--- config.mk ---
export PLATFORM = sky130hd
export DESIGN_NAME = osc_ctrl_reg
export DESIGN_NICKNAME = d
export VERILOG_FILES = /design/src/rtl/osc_ctrl_pkg.sv /design/src/rtl/osc_int_ctl.sv /design/src/rtl/osc_ext_ctl.sv /design/src/rtl/osc_field_store.sv /design/src/rtl/osc_ctrl_reg.sv
export SDC_FILE = /design/constraint.sdc
export NUM_CORES = 1
export LEC_CHECK = 0
export ABC_CLOCK_PERIOD_IN_PS = 2000
export BUFFER_PORTS_ARGS = -buffer_cell sky130_fd_sc_hd__buf_2
export CORE_MARGIN = 2
export CORE_UTILIZATION = 33
export CTS_CLUSTER_DIAMETER = 30
export DETAILED_ROUTE_END_ITERATION = 10
export GPL_ROUTABILITY_DRIVEN = 0
export HOLD_SLACK_MARGIN = 0.12
export PLACE_DENSITY = 0.89
export SLEW_MARGIN = 20
export SYNTH_ARGS = -nofsm -noshare
export SYNTH_HDL_FRONTEND = slang
export SYNTH_SLANG_ARGS = --single-unit
--- constraint.sdc ---
create_clock -name clk -period 2 [get_ports clk]
set_input_delay 0.4 -clock clk [delete_from_list [all_inputs] [get_ports clk]]
set_output_delay 0.4 -clock clk [all_outputs]
set_load 0.02 [all_outputs]
--- src/rtl/osc_ctrl_pkg.sv ---
package osc_ctrl_pkg;

    typedef enum logic [1:0] {
        SRC_INT   = 2'b00,
        SRC_EXT   = 2'b01,
        SRC_PLL   = 2'b10,
        SRC_OTHER = 2'b11
    } clk_src_e;

    localparam int TRIM_W   = 5;
    localparam int CAL_W    = 8;
    localparam int TRIM_LSB = 3;
    localparam int CAL_LSB  = TRIM_LSB + TRIM_W;
    localparam logic [TRIM_W-1:0] TRIM_RST = 5'b10000;

    typedef struct packed {
        logic [13:0]       rsvd_hi;
        logic              ext_rdy;
        logic              ext_en;
        logic [CAL_W-1:0]  cal;
        logic [TRIM_W-1:0] trim;
        logic              rsvd_lo;
        logic              int_rdy;
        logic              int_en;
    } osc_word_t;

    // True when the chosen oscillator drives the system clock directly or via the PLL
    function automatic logic drives_sysclk(clk_src_e src, logic pll_ext, logic want_ext);
        logic direct;
        direct = want_ext ? (src == SRC_EXT) : (src == SRC_INT);
        return direct || (src == SRC_PLL && pll_ext == want_ext);
    endfunction

endpackage

--- src/rtl/osc_int_ctl.sv ---
module osc_int_ctl (
    input  logic clk,
    input  logic rst,
    input  logic wr_hit,
    input  logic wr_val,
    input  logic locked,
    input  logic force_on,
    input  logic stable_in,
    output logic en_o,
    output logic rdy_o
);
    logic en_q;
    logic stable_q;

    always_ff @(posedge clk) begin
        if (rst) begin
            en_q     <= 1'b1;
            stable_q <= 1'b1;
        end else begin
            stable_q <= stable_in;
            if (force_on)
                en_q <= 1'b1;
            else if (wr_hit)
                en_q <= wr_val | (locked & en_q);
        end
    end

    assign en_o  = en_q;
    assign rdy_o = en_q & stable_q;


    int_force_chk: assert property (@(posedge clk) disable iff (rst) force_on |=> en_o);

    int_hold_chk: assert property (@(posedge clk) disable iff (rst) (locked && en_o) |=> en_o);

endmodule

--- src/rtl/osc_ext_ctl.sv ---
module osc_ext_ctl (
    input  logic clk,
    input  logic rst,
    input  logic wr_hit,
    input  logic wr_en_val,
    input  logic wr_rdy_val,
    input  logic locked,
    input  logic force_off,
    input  logic stable_in,
    output logic en_o,
    output logic rdy_o
);
    logic en_q;
    logic rdy_q;

    always_ff @(posedge clk) begin
        if (rst) begin
            en_q  <= 1'b0;
            rdy_q <= 1'b0;
        end else begin
            if (force_off)
                en_q <= 1'b0;
            else if (wr_hit)
                en_q <= wr_en_val | (locked & en_q);

            if (stable_in)
                rdy_q <= 1'b1;
            else if (wr_hit && !wr_rdy_val)
                rdy_q <= 1'b0;
        end
    end

    assign en_o  = en_q;
    assign rdy_o = rdy_q;


    ext_off_chk: assert property (@(posedge clk) disable iff (rst) force_off |=> !en_o);

    ext_hold_chk: assert property (@(posedge clk) disable iff (rst)
        (locked && en_o && !force_off) |=> en_o);

    ext_rdy_set_chk: assert property (@(posedge clk) disable iff (rst) stable_in |=> rdy_o);

endmodule

--- src/rtl/osc_field_store.sv ---
module osc_field_store
    import osc_ctrl_pkg::*;
(
    input  logic              clk,
    input  logic              rst,
    input  logic              wr_hit,
    input  logic [TRIM_W-1:0] trim_in,
    input  logic [CAL_W-1:0]  cal_in,
    output logic [TRIM_W-1:0] trim_o,
    output logic [CAL_W-1:0]  cal_o
);
    logic [TRIM_W-1:0] trim_q;
    logic [CAL_W-1:0]  cal_q;
    logic              cal_done_q;

    always_ff @(posedge clk) begin
        if (rst) begin
            trim_q     <= TRIM_RST;
            cal_q      <= '0;
            cal_done_q <= 1'b0;
        end else begin
            if (wr_hit)
                trim_q <= trim_in;
            if (!cal_done_q) begin
                cal_q      <= cal_in;
                cal_done_q <= 1'b1;
            end
        end
    end

    assign trim_o = trim_q;
    assign cal_o  = cal_q;


    cal_frozen_chk: assert property (@(posedge clk) disable iff (rst) cal_done_q |=> $stable(cal_q));

endmodule

--- src/rtl/osc_ctrl_reg.sv ---
module osc_ctrl_reg
    import osc_ctrl_pkg::*;
#(
    parameter int ADDR_W = 8,
    parameter logic [ADDR_W-1:0] REG_OFFSET = '0
) (
    input  logic              clk,
    input  logic              rst,
    input  logic              wr_en,
    input  logic              rd_en,
    input  logic [ADDR_W-1:0] addr,
    input  logic [31:0]       wdata,
    input  logic [3:0]        wstrb,
    output logic [31:0]       rdata,
    input  logic              int_stable,
    input  logic              ext_stable,
    input  logic [1:0]        sysclk_src,
    input  logic              pll_from_ext,
    input  logic              por_evt,
    input  logic              swrst_evt,
    input  logic              wake_stop,
    input  logic              wake_standby,
    input  logic              enter_stop,
    input  logic              enter_standby,
    input  logic              ext_fail,
    input  logic [7:0]        cal_in,
    output logic              int_osc_en,
    output logic              ext_osc_en,
    output logic [4:0]        trim_out
);
    localparam int EXT_EN_BIT  = 16;
    localparam int EXT_RDY_BIT = 17;

    clk_src_e  src;
    logic      hit, wr_b0, wr_b2;
    logic      int_lock, ext_lock;
    logic      int_force, ext_force;
    logic      int_rdy, ext_rdy;
    logic [CAL_W-1:0] cal;
    osc_word_t view;
    logic      unused_bits;

    assign src       = clk_src_e'(sysclk_src);
    assign hit       = wr_en && (addr == REG_OFFSET);
    assign wr_b0     = hit && wstrb[0];
    assign wr_b2     = hit && wstrb[2];
    assign int_lock  = drives_sysclk(src, pll_from_ext, 1'b0);
    assign ext_lock  = drives_sysclk(src, pll_from_ext, 1'b1);
    assign int_force = por_evt | swrst_evt | wake_stop | wake_standby | (ext_fail & ext_lock);
    assign ext_force = enter_stop | enter_standby;

    osc_int_ctl u_int (
        .clk       (clk),
        .rst       (rst),
        .wr_hit    (wr_b0),
        .wr_val    (wdata[0]),
        .locked    (int_lock),
        .force_on  (int_force),
        .stable_in (int_stable),
        .en_o      (int_osc_en),
        .rdy_o     (int_rdy)
    );

    osc_ext_ctl u_ext (
        .clk        (clk),
        .rst        (rst),
        .wr_hit     (wr_b2),
        .wr_en_val  (wdata[EXT_EN_BIT]),
        .wr_rdy_val (wdata[EXT_RDY_BIT]),
        .locked     (ext_lock),
        .force_off  (ext_force),
        .stable_in  (ext_stable),
        .en_o       (ext_osc_en),
        .rdy_o      (ext_rdy)
    );

    osc_field_store u_fields (
        .clk     (clk),
        .rst     (rst),
        .wr_hit  (wr_b0),
        .trim_in (wdata[TRIM_LSB +: TRIM_W]),
        .cal_in  (cal_in),
        .trim_o  (trim_out),
        .cal_o   (cal)
    );

    always_comb begin
        view         = '0;
        view.int_en  = int_osc_en;
        view.int_rdy = int_rdy;
        view.trim    = trim_out;
        view.cal     = cal;
        view.ext_en  = ext_osc_en;
        view.ext_rdy = ext_rdy;
        rdata        = (rd_en && addr == REG_OFFSET) ? view : 32'h0;
    end

    assign unused_bits = ^{wdata[31:18], wdata[15:8], wdata[2:1], wstrb[3], wstrb[1]};


    fail_ignored_chk: assert property (@(posedge clk) disable iff (rst)
        (ext_fail && !ext_lock && !int_lock && !por_evt && !swrst_evt && !wake_stop
         && !wake_standby && !wr_b0) |=> $stable(int_osc_en));

    reserved_zero_chk: assert property (@(posedge clk) disable iff (rst)
        rd_en |-> (rdata[31:18] == 14'h0 && rdata[2] == 1'b0));

endmodule

==> results_dict.tcl <==
set metrics [dict create \
    hpwl_mm 1.757 \
    setup_violations 0 \
    synth_edf_count 0 \
    hold_viol_final 0 \
    avgSynthCellArea_sq_um 8.653 \
    antenna_found_initial 0 \
    p_per_area_nw_per_um2 506.4 \
    p_clk_share_pct 25.7 \
    row_count 19 \
    grt_start_max_net_pins 19 \
    async_flop_share_pct 0 \
    p_comb_share_pct 15.6 \
    power_switching_share_pct 25.04 \
    cts_root_buffer "clkbuf_4" \
    clk_pin_slew_ps 90 \
    status "finished clean" \
    ys_ff_latch 18 \
    synth_cell_type_count 21 \
    io_pins 107 \
    numCtsBuffers 3 \
    p_int_mw 0.4859 \
    synth_top_cell_by_area "dfxtp_1" \
    cts_setup_buffers 0 \
    cts_hold_buf 0 \
    grt_pass1_wl_mm 3.394 \
    die_y_um 56.97 \
    postRouteAntennaNets 0 \
    detail_route.first_pass.iterations 2 \
    hold_path_class "in2reg" \
    wire_per_inst_um 10.73 \
    dp_cells 202 \
    finalPower_mw 0.6482 \
    io_buffers 65 \
    max_cap_viol_count 0 \
    netSwitchingPower_mw 0.1623 \
    cp.arrival_ps 1510 \
    chipWidth_um 56.97 \
    syn-cell-area_sq_um 925.9 \
    path_max_fanout 8 \
    seqPwrFrac_pct 58.7 \
    synth-warning-count 0 \
    cts_tree "done" \
    die-area_sq_um 3246 \
    drc 0 \
    critPathCaptureType "output port" \
    finalNonFillerCells 205 \
    fin_nets 244 \
    critPathLaunchType "input port" \
    slew_viol_final 0 \
    period_minus_slack_ps 1914 \
    wirelength_mm 2.199 \
    cts_buffer_depth 2 \
    vias 910 \
    synthCells 107 \
    area_growth_pct 38.24 \
    cts_num_sinks 18 \
    vias_per_cell 4.439 \
    p_leak_nw 0.7427 \
    grt_overflow 0 \
    first_global_vias 800 \
    netlist.area_leader.share_pct 38.92 \
    fp.coreArea_sq_um 2710 \
    synth_commonest_cells "18 x dfxtp_1, 16 x and2_1, 15 x buf_4" \
    skew_ps 2.249 \
    dpl_worst_slack_ps 108.3 \
    required_ps 1600 \
    setup_tns_ps 0 \
    worstSetupPathType "in2out" \
    drive_gt1_share_pct 43.68 \
    peakVddDrop_v 0.0004011 \
    diodes 0 \
    finalCritPeriodShare_pct 95.69 \
    synth.most_common_cell "dfxtp_1" \
    first_iter_violations 17 \
    fmax_mhz 522.5 \
    seq_area_frac_synth_pct 38.92 \
    layout_setup_ws_ps 86.29 \
    ys_top_cells_by_area "dfxtp_1 39%, mux2i_1 13%, buf_4 12%" \
    h-tree-depth 1 \
    rsz0062_at_grt "no" \
    track_usage_pct 13.34 \
    start_util_pct 34.16 \
    synth_top_flop_cell "dfxtp_1" \
    clk_latency_ps 280 \
]
==> final cells by class <==
cell class | instances | area [sq um]
inverters | 5 | 18.77
fillers | 293 | 1430
multi-input cells | 78 | 476.7
flip-flops and latches | 18 | 360.3
repair buffers | 70 | 362.8
well taps | 31 | 38.79
clock buffers | 3 | 22.52
==> power by group through the flow <==
stage               logic, mW  clock network [mW]  registers [mW]
global placement       0.0959                   0           0.388
CTS                    0.0983               0.183           0.381
detailed placement     0.0980                   0           0.389
global route            0.112               0.200           0.383
finish                  0.101               0.167           0.380
floorplan              0.0774                   0           0.383
==> layer usage <==
metal  global-route usage (%)  part of all wire, %
met1                    14.55                   39
met2                    24.14                   52
met3                    5.442                  8.9
met4                    2.990                 0.55
met5                        0                    0
==> per-stage QoR <==
step                hold WS (ps)  instance area (sq um)  utilization (%)
finish                     272.7                   1280            47.23
global route               245.0                   1280            47.23
CTS                        258.5                   1271            46.91
detailed placement         477.5                   1249            46.08
global placement           457.8                   1249            46.08
floorplan                  448.7                  978.4                -
==> flip-flops by register name (all words and copies together), names as in the netlist <==
name                 cells
u_int.stable_q           1
u_ext.rdy_o              1
u_fields.cal_done_q      1
u_fields.trim_o          5
u_ext.en_o               1
u_fields.cal_o           8
u_int.en_o               1
==> what timing repair did <==
| action | CTS | global route |
|---|---|---|
| setup endpoints to repair | 0 | 1 |
| gates resized for setup | 0 | 1 |
| hold endpoints to repair | 0 | 0 |
==> worst max-delay path: stages <==
cell	delay [ps]
buf_2	120
nor4_4	290
and3_1	220
buf_4	160
and3_1	150
buf_2	160
==> placed cells by master (no fill, tap or decap), types with 2 or more instances in the layout <==
cell	count
conb_1	15
and2_1	16
o21ai_0	4
nor2_1	13
a21oi_1	4
clkbuf_4	3
nand4_1	2
inv_1	5
buf_4	5
buf_2	65
dfxtp_1	18
mux2i_1	12
and3_1	2
==> cells by family after synthesis <==
kind of cell,Yosys count,synth area share [%]
AOI/OAI and AO/OA,10,6.217
buffers and inverters,25,16.22
DFF,18,38.92
muxes,12,12.97
other,1,0.4050
and+or+nand+nor,41,25.27
==> worst paths after layout <==
path                       start                 to  slack (ps)  depth (start not counted)
max reg2reg  u_fields.cal_done_q  u_fields.cal_o[4]         970                          2
min reg2reg    u_fields.cal_o[5]  u_fields.cal_o[5]         490                          2
max                      addr[7]           rdata[1]          90                          6
min                   enter_stop         u_ext.en_o         270                          2
Power figures use the tool's default switching activity.
